`src/rtl/rfm_pkg.sv`:
```
`timescale 1ns/10ps
package rfm_pkg;
   localparam int WORD_W = 32;
   localparam int ID_W   = 5;

   typedef enum logic [ID_W-1:0] {
      ID_EVT      = 5'd0,
      ID_EVT_SET  = 5'd1,
      ID_EVT_CLR  = 5'd2,
      ID_ENA      = 5'd3,
      ID_ENA_SET  = 5'd4,
      ID_ENA_CLR  = 5'd5,
      ID_SEC      = 5'd6,
      ID_SEC_CLR  = 5'd7,
      ID_MISS     = 5'd8,
      ID_MISS_CLR = 5'd9,
      ID_PEND     = 5'd10,
      ID_PEND_CLR = 5'd11,
      ID_IENA     = 5'd12,
      ID_IENA_SET = 5'd13,
      ID_IENA_CLR = 5'd14,
      ID_IRQ_EVAL = 5'd15,
      ID_ERR_EVAL = 5'd16
   } reg_id_e;
endpackage

```
`src/rtl/rfm_pick.sv`:
```
`timescale 1ns/10ps
module rfm_pick #(
   parameter int N = 64,
   localparam int IW = $clog2(N)
) (
   input  logic [N-1:0]  trig,
   output logic          any,
   output logic [IW-1:0] idx,
   output logic [N-1:0]  onehot
);
   assign any    = |trig;
   assign onehot = trig & (~trig + {{(N-1){1'b0}}, 1'b1});

   always_comb begin
      idx = '0;
      for (int i = N - 1; i >= 0; i--) begin
         if (trig[i]) idx = IW'(i);
      end
   end

   // index loop and isolated lowest bit must agree
   always_comb begin
      if (any) begin
         a_r4_pick_agrees: assert (onehot[idx] && trig[idx] && $onehot(onehot));
      end
   end
endmodule

```
`src/rtl/rfm_pulse.sv`:
```
`timescale 1ns/10ps
module rfm_pulse #(
   parameter bit EVAL_EN = 1'b1
) (
   input  logic clk,
   input  logic rst_n,
   input  logic lvl,
   input  logic eval_wr,
   output logic pulse
);
   logic lvl_d;
   logic eval_q;

   always_ff @(posedge clk or negedge rst_n) begin
      if (!rst_n) begin
         lvl_d  <= 1'b0;
         eval_q <= 1'b0;
      end else begin
         lvl_d  <= lvl;
         eval_q <= eval_wr;
      end
   end

   generate
      if (EVAL_EN) begin : g_eval
         assign pulse = lvl & (~lvl_d | eval_q);
      end else begin : g_edge
         assign pulse = lvl & ~lvl_d;
      end
   endgenerate

   // pulse only while the level holds, and on every rise
   a_r9_r7_needs_level: assert property (@(posedge clk) disable iff (!rst_n)
      pulse |-> lvl);
   a_r9_r7_rise_fires: assert property (@(posedge clk) disable iff (!rst_n)
      $rose(lvl) |-> pulse);
endmodule

```
`src/rtl/rfm_chan_bank.sv`:
```
`timescale 1ns/10ps
module rfm_chan_bank #(
   parameter int NCH = 64
) (
   input  logic           clk,
   input  logic           rst_n,
   input  logic [NCH-1:0] evt_in,
   input  logic [NCH-1:0] evt_set,
   input  logic [NCH-1:0] evt_clr,
   input  logic [NCH-1:0] ena_set,
   input  logic [NCH-1:0] ena_clr,
   input  logic [NCH-1:0] sec_clr,
   input  logic [NCH-1:0] miss_clr,
   input  logic [NCH-1:0] done_oh,
   input  logic [NCH-1:0] fwd_oh,
   output logic [NCH-1:0] er_q,
   output logic [NCH-1:0] swt_q,
   output logic [NCH-1:0] eer_q,
   output logic [NCH-1:0] ser_q,
   output logic [NCH-1:0] miss_q,
   output logic [NCH-1:0] trig
);
   logic [NCH-1:0] new_miss;

   assign new_miss = evt_in & (er_q | ser_q);
   assign trig     = (er_q & eer_q) | swt_q;

   always_ff @(posedge clk or negedge rst_n) begin
      if (!rst_n) begin
         er_q   <= '0;
         swt_q  <= '0;
         eer_q  <= '0;
         ser_q  <= '0;
         miss_q <= '0;
      end else begin
         er_q   <= (er_q | evt_in) & ~evt_clr & ~fwd_oh;
         swt_q  <= (swt_q & ~evt_clr & ~fwd_oh) | evt_set;
         eer_q  <= (eer_q | ena_set) & ~ena_clr;
         ser_q  <= (ser_q & ~sec_clr & ~done_oh) | fwd_oh;
         miss_q <= (miss_q & ~miss_clr) | new_miss;
      end
   end

   a_r4_fwd_marks_sec: assert property (@(posedge clk) disable iff (!rst_n)
      (|fwd_oh) |=> ((ser_q & $past(fwd_oh)) == $past(fwd_oh)));
   a_r4_fwd_drops_trigger: assert property (@(posedge clk) disable iff (!rst_n)
      (|fwd_oh) |=> ((er_q & $past(fwd_oh)) == '0));
   a_r6_miss_captured: assert property (@(posedge clk) disable iff (!rst_n)
      (|(evt_in & (er_q | ser_q))) |=>
         ((miss_q & $past(evt_in & (er_q | ser_q))) == $past(evt_in & (er_q | ser_q))));
   a_r3_enable_stable: assert property (@(posedge clk) disable iff (!rst_n)
      (ena_set == '0 && ena_clr == '0) |=> $stable(eer_q));
endmodule

```
`src/rtl/rfm_intr_bank.sv`:
```
`timescale 1ns/10ps
module rfm_intr_bank #(
   parameter int NCH = 64
) (
   input  logic           clk,
   input  logic           rst_n,
   input  logic [NCH-1:0] done_oh,
   input  logic [NCH-1:0] pend_clr,
   input  logic [NCH-1:0] iena_set,
   input  logic [NCH-1:0] iena_clr,
   output logic [NCH-1:0] pend_q,
   output logic [NCH-1:0] iena_q,
   output logic           lvl
);
   assign lvl = |(pend_q & iena_q);

   always_ff @(posedge clk or negedge rst_n) begin
      if (!rst_n) begin
         pend_q <= '0;
         iena_q <= '0;
      end else begin
         pend_q <= (pend_q & ~pend_clr) | done_oh;
         iena_q <= (iena_q & ~iena_clr) | iena_set;
      end
   end

   a_r8_done_sets_pend: assert property (@(posedge clk) disable iff (!rst_n)
      (|done_oh) |=> ((pend_q & $past(done_oh)) == $past(done_oh)));
   a_r8_pend_holds: assert property (@(posedge clk) disable iff (!rst_n)
      (done_oh == '0 && pend_clr == '0) |=> $stable(pend_q));
endmodule

```
`src/rtl/dma_evt_regfile.sv`:
```
`timescale 1ns/10ps
module dma_evt_regfile
   import rfm_pkg::*;
#(
   parameter int NCH = 64,
   localparam int NW     = NCH / WORD_W,
   localparam int WSEL_W = (NW > 1) ? $clog2(NW) : 1,
   localparam int CW     = $clog2(NCH),
   localparam int AW     = ID_W + WSEL_W
) (
   input  logic              clk,
   input  logic              rst_n,
   input  logic              wr_en,
   input  logic [AW-1:0]     wr_addr,
   input  logic [WORD_W-1:0] wr_data,
   input  logic [AW-1:0]     rd_addr,
   output logic [WORD_W-1:0] rd_data,
   input  logic [NCH-1:0]    evt_in,
   input  logic              cmp_valid,
   input  logic [CW-1:0]     cmp_code,
   input  logic              fwd_ready,
   output logic              fwd_valid,
   output logic [CW-1:0]     fwd_chan,
   output logic              irq_out,
   output logic              err_out
);
   generate
      if (NCH % WORD_W != 0 || NCH < 2 * WORD_W) begin : g_bad_nch
         $error("NCH must be a multiple of the word width and hold at least two words");
      end
   endgenerate

   // write decode
   reg_id_e           wid;
   logic [WSEL_W-1:0] wword;
   logic [NCH-1:0]    wmask;

   assign wid   = reg_id_e'(wr_addr[AW-1 -: ID_W]);
   assign wword = wr_addr[WSEL_W-1:0];

   generate
      for (genvar gw = 0; gw < NW; gw++) begin : g_wmask
         assign wmask[gw*WORD_W +: WORD_W] =
            (wr_en && int'(wword) == gw) ? wr_data : '0;
      end
   endgenerate

   logic [NCH-1:0] s_evt_set, s_evt_clr, s_ena_set, s_ena_clr;
   logic [NCH-1:0] s_sec_clr, s_miss_clr, s_pend_clr, s_iena_set, s_iena_clr;
   logic           irq_eval, err_eval;

   assign s_evt_set  = (wid == ID_EVT_SET)  ? wmask : '0;
   assign s_evt_clr  = (wid == ID_EVT_CLR)  ? wmask : '0;
   assign s_ena_set  = (wid == ID_ENA_SET)  ? wmask : '0;
   assign s_ena_clr  = (wid == ID_ENA_CLR)  ? wmask : '0;
   assign s_sec_clr  = (wid == ID_SEC_CLR)  ? wmask : '0;
   assign s_miss_clr = (wid == ID_MISS_CLR) ? wmask : '0;
   assign s_pend_clr = (wid == ID_PEND_CLR) ? wmask : '0;
   assign s_iena_set = (wid == ID_IENA_SET) ? wmask : '0;
   assign s_iena_clr = (wid == ID_IENA_CLR) ? wmask : '0;
   assign irq_eval   = wr_en && wid == ID_IRQ_EVAL && wr_data[0];
   assign err_eval   = wr_en && wid == ID_ERR_EVAL && wr_data[0];

   // completion decode and forwarding
   logic [NCH-1:0] done_oh, fwd_oh, pick_oh, trig;
   logic           pick_any;

   assign done_oh = cmp_valid ? ({{(NCH-1){1'b0}}, 1'b1} << cmp_code) : '0;

   rfm_pick #(.N(NCH)) i_pick (
      .trig   (trig),
      .any    (pick_any),
      .idx    (fwd_chan),
      .onehot (pick_oh)
   );

   assign fwd_valid = fwd_ready & pick_any;
   assign fwd_oh    = fwd_ready ? pick_oh : '0;

   logic [NCH-1:0] er_q, swt_q, eer_q, ser_q, miss_q, pend_q, iena_q;
   logic           ilvl;

   rfm_chan_bank #(.NCH(NCH)) i_chan (
      .clk      (clk),
      .rst_n    (rst_n),
      .evt_in   (evt_in),
      .evt_set  (s_evt_set),
      .evt_clr  (s_evt_clr),
      .ena_set  (s_ena_set),
      .ena_clr  (s_ena_clr),
      .sec_clr  (s_sec_clr),
      .miss_clr (s_miss_clr),
      .done_oh  (done_oh),
      .fwd_oh   (fwd_oh),
      .er_q     (er_q),
      .swt_q    (swt_q),
      .eer_q    (eer_q),
      .ser_q    (ser_q),
      .miss_q   (miss_q),
      .trig     (trig)
   );

   rfm_intr_bank #(.NCH(NCH)) i_intr (
      .clk      (clk),
      .rst_n    (rst_n),
      .done_oh  (done_oh),
      .pend_clr (s_pend_clr),
      .iena_set (s_iena_set),
      .iena_clr (s_iena_clr),
      .pend_q   (pend_q),
      .iena_q   (iena_q),
      .lvl      (ilvl)
   );

   rfm_pulse #(.EVAL_EN(1'b1)) i_irq_pulse (
      .clk     (clk),
      .rst_n   (rst_n),
      .lvl     (ilvl),
      .eval_wr (irq_eval),
      .pulse   (irq_out)
   );

   rfm_pulse #(.EVAL_EN(1'b1)) i_err_pulse (
      .clk     (clk),
      .rst_n   (rst_n),
      .lvl     (|miss_q),
      .eval_wr (err_eval),
      .pulse   (err_out)
   );

   // read mux
   reg_id_e           rid;
   logic [WSEL_W-1:0] rword;
   logic [NCH-1:0]    rvec;

   assign rid   = reg_id_e'(rd_addr[AW-1 -: ID_W]);
   assign rword = rd_addr[WSEL_W-1:0];

   always_comb begin
      case (rid)
         ID_EVT:  rvec = er_q | swt_q;
         ID_ENA:  rvec = eer_q;
         ID_SEC:  rvec = ser_q;
         ID_MISS: rvec = miss_q;
         ID_PEND: rvec = pend_q;
         ID_IENA: rvec = iena_q;
         default: rvec = '0;
      endcase
   end

   assign rd_data = (int'(rword) < NW) ? rvec[int'(rword)*WORD_W +: WORD_W] : '0;

   a_r4_ready_low_holds_events: assert property (@(posedge clk) disable iff (!rst_n)
      (!fwd_ready && s_evt_clr == '0) |=> ((er_q & $past(er_q)) == $past(er_q)));
   a_r5_done_clears_sec: assert property (@(posedge clk) disable iff (!rst_n)
      (cmp_valid && !(fwd_valid && fwd_chan == cmp_code)) |=> !ser_q[$past(cmp_code)]);
endmodule

```
`config.mk`:
```
export PLATFORM = sky130hd
export DESIGN_NAME = dma_evt_regfile
export DESIGN_NICKNAME = d
export VERILOG_FILES = /design/src/rtl/rfm_pkg.sv /design/src/rtl/rfm_pick.sv /design/src/rtl/rfm_pulse.sv /design/src/rtl/rfm_chan_bank.sv /design/src/rtl/rfm_intr_bank.sv /design/src/rtl/dma_evt_regfile.sv
export SDC_FILE = /design/constraint.sdc
export NUM_CORES = 1
export LEC_CHECK = 0
export BUFFER_PORTS_ARGS = -buffer_cell sky130_fd_sc_hd__buf_2
export CAP_MARGIN = 25
export CORE_MARGIN = 2
export CORE_UTILIZATION = 45
export CTS_BUF_LIST = sky130_fd_sc_hd__clkbuf_8
export DETAILED_ROUTE_END_ITERATION = 8
export GPL_TIMING_DRIVEN = 1
export HOLD_SLACK_MARGIN = 0.02
export REMOVE_ABC_BUFFERS = 1
export SYNTH_ARGS = -nofsm -noshare
export SYNTH_HDL_FRONTEND = slang
export SYNTH_SLANG_ARGS = --single-unit
```
`constraint.sdc`:
```
create_clock -name clk -period 3.1 [get_ports clk]
set_input_delay 0 -clock clk [delete_from_list [all_inputs] [get_ports clk]]
set_output_delay 0 -clock clk [all_outputs]
set_load 0.1 [all_outputs]
```
==> results.txt <==
----------------------------------------------------
[Outcome]
  Status ... finished clean

[CTS]
  Number of levels the H-tree was split into ... 3
  Clock root buffer ... sky130_fd_sc_hd__clkbuf_8
  Clock-pin slew reported for the worst setup and hold paths after clock tree synthesis ... 0.06 ns
  Clk sink count ... approximately 450
  Clock tree from TritonCTS ... built
  Clock network latency to the later pin of the worst-skew pair ... 0.70 ns
  Clock buffer count from CTS ... 83
  Maximum count of clock buffers along a single path ... 3

[Detailed routing]
  Via count ... 25400
  Number of iterations in the first detailed-routing pass ... 9
  Iteration-0 DRC Markers ... 3058
  Mean number of vias per cell ... slightly below 7
  Drt total wl ... 115000 um
  WL/cell ... 30.6 um
  Post-route ant nets ... 0
  Drt drc ... 0

[Logic synthesis]
  Summed instance area of the synthesized netlist ... 0.0229 sq mm
  Adder and majority gate portion of the synthesized area ... 0%
  Fraction of the mapped netlist area in compound gates ... 29.7%
  Post-synthesis mux area share ... 0%
  Proportion of synthesized chip area in sequential cells ... 49.3%
  Number of standard cells after synthesis ... 2621
  Count of flip-flops with a built-in enable after synthesis ... 0
  Count of yosys warnings during synthesis ... 0
  Main combinational cell family by area after synthesis ... compound AO/OA/AOI/OAI gates
  Total of flip-flops plus latches after synthesis ... 452
  Fraction of synthesized cell area in xor and xnor cells ... 0%
  Basic-gate share of the synthesized area counting and, or, nand and nor cells ... 18.3%
  Dominant register cell in the synthesized netlist ... sky130_fd_sc_hd__dfrtp_1
  Synth async-reset ratio ... 100%
  Synthesized area per cell ... 8.75 sq um
  Post-synth cell types ... 65

[Timing]
  Number of hold violations in the final report ... 0
  Final slew viol count ... 0
  Worst max-slew margin expressed relative to the limit ... 38.9%
  Total Negative Setup Slacks ... 0 ns
  Max Clock Skew ... between 0.04 and 0.05 ns
  Actual slew at the worst max-slew pin ... roughly 0.9 ns
  Smallest hold slack ... 0.114 ns
  Highest attainable clock frequency ... 327 MHz
  Post-route clock period utilization ... a little over nine tenths
  Shortest clock period the worst path allows after layout ... 3.06 ns
  Final-report setup violation count ... 0

[Floorplanning]
  Die height ... 230 um
  Area enclosed by the die boundary ... 0.0528 sq mm
  # IOs ... 160
  Core area ... just over 0.05 sq mm
  Count of standard-cell rows ... between 80 and 90
  Horiz. Die Dim ... 230 um
  Initial Util ... 45.6%

[Cells and area]
  Flip-flop and latch area ... 0.0113 sq mm
  Layout-stage area growth over the synthesis result ... 28.0%
  Fraction of layout instances using a drive strength above 1 ... 17.0%
  Number of nets at the end of the flow ... 3151
  Final cell count without fillers ... 3767
  Area used by multi-input combinational logic ... 0.0113 sq mm
  Filler cell count ... approximately 4500
  Post-route core utilization ... 58.4%

[GRT]
  Via count of the first global-routing pass ... 24700
  GRT Residual Overflow ... 0
  Initial antenna violation count ... 5
  First-pass GRT wire length ... 168000 um
  All-layer global routing usage ... 43.2%
  Pin count of the biggest net entering global routing ... 100

[Power]
  Final Total Pwr ... between 15 and 20 mW
  Power per Cell Area ... 643 mW/mm^2
  IR drop worst, VDD ... 424 uV
  Reported leakage power ... 12.0 nW

[Min path]
  Kind of path behind the tightest hold check ... input port to flip-flop

[Critical path]
  Count of buffering cells on the critical path with inverters included ... 3
  CP required ... 3.10 ns
  Register-to-register path setup slack ... 0.09 ns
  Startpoint types ... flip-flop
  Critical path cell sequence ... a21oi_2, nand4_1, buf_4, nor2_2, o311ai_1, a211oi_2, buf_4, buf_12
  Most repeated library cell on the critical path ... sky130_fd_sc_hd__buf_4
  Biggest fanout along the worst timing path ... 4
  Crit Path Class ... flip-flop to output port
  Maximum single-stage delay on the critical path ... 0.46 ns
  Kind of end point of the critical path ... output port
  Crit path max-delay family ... compound AO/OA/AOI/OAI gates
  Arrival @ worst endpoint ... 3.06 ns
  Worst-path cell with the longest stage delay ... sky130_fd_sc_hd__a211oi_2

[Placement]
  Post-detailed-placement half-perimeter wirelength ... 76300 um
  Count of input and output buffers ... 159
  Placer's final routability congestion estimate ... 1.06
  Cells after DPL ... ~3500

[Flow run]
  Max-cap violation count ... 0

----------------------------------------------------
==> registers in the layout, summed over array words and instances (netlist names) <==
name	flops
i_chan.er_q	64
i_chan.swt_q	64
i_irq_pulse.eval_q	1
i_chan.ser_q	64
i_irq_pulse.lvl_d	1
i_chan.miss_q	64
i_intr.pend_q	64
i_chan.eer_q	64
i_err_pulse.eval_q	1
i_err_pulse.lvl_d	1
i_intr.iena_q	64
==> metrics by stage <==
stage	setup slack, ns	area, sq um
detailed placement	0.112	25700
finish	0.0382	29400
global route	-0.00688	29400
global placement	0.151	25700
CTS	0.00399	29300
floorplan	-4.47	22400
==> report_power, final <==
| group | internal [mW] | switching [mW] | total [mW] |
|---|---|---|---|
| Sequential | 6.61 | 0.826 | 7.44 |
| Clock | 3.72 | 2.69 | 6.41 |
| Combinational | 1.72 | 3.32 | 5.04 |
==> placed cells by master (no fill, tap or decap), drive strengths merged, types with 6 or more instances in the layout <==
cell type,netlist,final
nand4b,7,7
clkinv,0,6
a22oi,30,30
dfrtp,452,452
and3,7,7
o22ai,78,78
o211ai,73,73
a2111oi,6,6
o21a,13,13
o2111ai,6,6
inv,15,41
nor2,219,219
o221ai,7,7
and2,20,20
a221oi,25,25
buf,12,318
nor4,36,36
a222oi,27,27
a21o,26,26
nor2b,10,10
nor3,40,40
a22o,22,22
nand2b,23,23
a211oi,21,21
nand4,68,68
bufinv,0,8
dlygate4sd3,0,154
o221a,8,8
o21ai,416,416
a21oi,152,152
o2111a,6,6
nand3,42,42
a221o,6,6
a31oi,143,143
clkbuf,134,106
o2bb2ai,13,13
nand2,419,419
==> worst paths after layout <==
path | from | endpoint | cells past startpoint
max | i_chan.eer_q[34] | fwd_chan[3] | 8
max in group asynchronous | rst_n | i_chan.eer_q[2] | 4
min reg2reg | i_chan.ser_q[29] | i_chan.miss_q[29] | 2
max reg2reg | i_chan.er_q[0] | i_chan.er_q[10] | 9
min | wr_data[19] | i_chan.eer_q[51] | 3
min in group asynchronous | rst_n | i_chan.ser_q[25] | 4
==> layout make-up <==
| cell class | count | area share (%) |
|---|---|---|
| clock buffers | 106 | 4.97 |
| clock inverters | 41 | 1.28 |
| multi-input cells | 2008 | 38.4 |
| repair buffers | 472 | 13.8 |
| well taps | 672 | 2.86 |
| inverters | 15 | 0.192 |
| flip-flops and latches | 452 | 38.5 |
| diodes | 1 | 0.00852 |
==> cells by family after synthesis <==
logic type / after synthesis
flip-flops: 452
buffers and inverters: 161
AO/OA/AOI/OAI: 1094
AND/OR/NAND/NOR: 914
==> synth_stat cells (all sizes together) (4+ instances only) <==
cell | instances | area share (%)
a2111oi | 6 | 0.23
a211oi | 21 | 0.69
a21o | 26 | 0.85
a21oi | 152 | 3.6
a221o | 6 | 0.26
a221oi | 25 | 0.95
a222oi | 27 | 1.2
a22o | 22 | 0.84
a22oi | 30 | 0.98
a31oi | 143 | 3.9
and2 | 20 | 0.55
and3 | 7 | 0.19
and4 | 4 | 0.15
buf | 12 | 0.23
clkbuf | 134 | 2.2
dfrtp | 452 | 49
inv | 15 | 0.25
nand2 | 419 | 6.9
nand2b | 23 | 0.63
nand3 | 42 | 0.92
nand4 | 68 | 2.1
nand4b | 7 | 0.27
nor2 | 219 | 3.6
nor2b | 10 | 0.27
nor3 | 40 | 0.92
nor4 | 36 | 1.2
o2111a | 6 | 0.29
o2111ai | 6 | 0.23
o211ai | 73 | 2.4
o21a | 13 | 0.43
o21ai | 416 | 9.1
o221a | 8 | 0.39
o221ai | 7 | 0.27
o22ai | 78 | 2.1
o2bb2ai | 13 | 0.50
o31ai | 4 | 0.13
or4 | 4 | 0.15
==> worst reg2reg max path, delay by kind of cell, from the launching register on <==
family | cells | cell delay, ns
and+or+nand+nor | 3 | 0.89
DFF | 1 | 0.41
AOI/OAI and AO/OA | 3 | 0.64
buffers and inverters | 3 | 0.96
==> metal layers <==
layer / routed length, um / global-route usage, % / vias to the layer above
li1: - / - / 10700
met1: 44900 / 57.5 / 12400
met2: 48900 / 63.2 / 1831
met5: 56 / 0 / -
met4: 6950 / 22.6 / 8
met3: 14400 / 13.7 / 388
==> repair_timing <==
action,4_1_cts,5_1_grt
setup endpoints to repair,7,8
endpoints found under the hold margin,902,0
hold buffers,156,0
gates resized for setup,23,14
pin swaps,2,4
buffers inserted,3,3
Note: power is estimated with default switching activity, not from simulation.
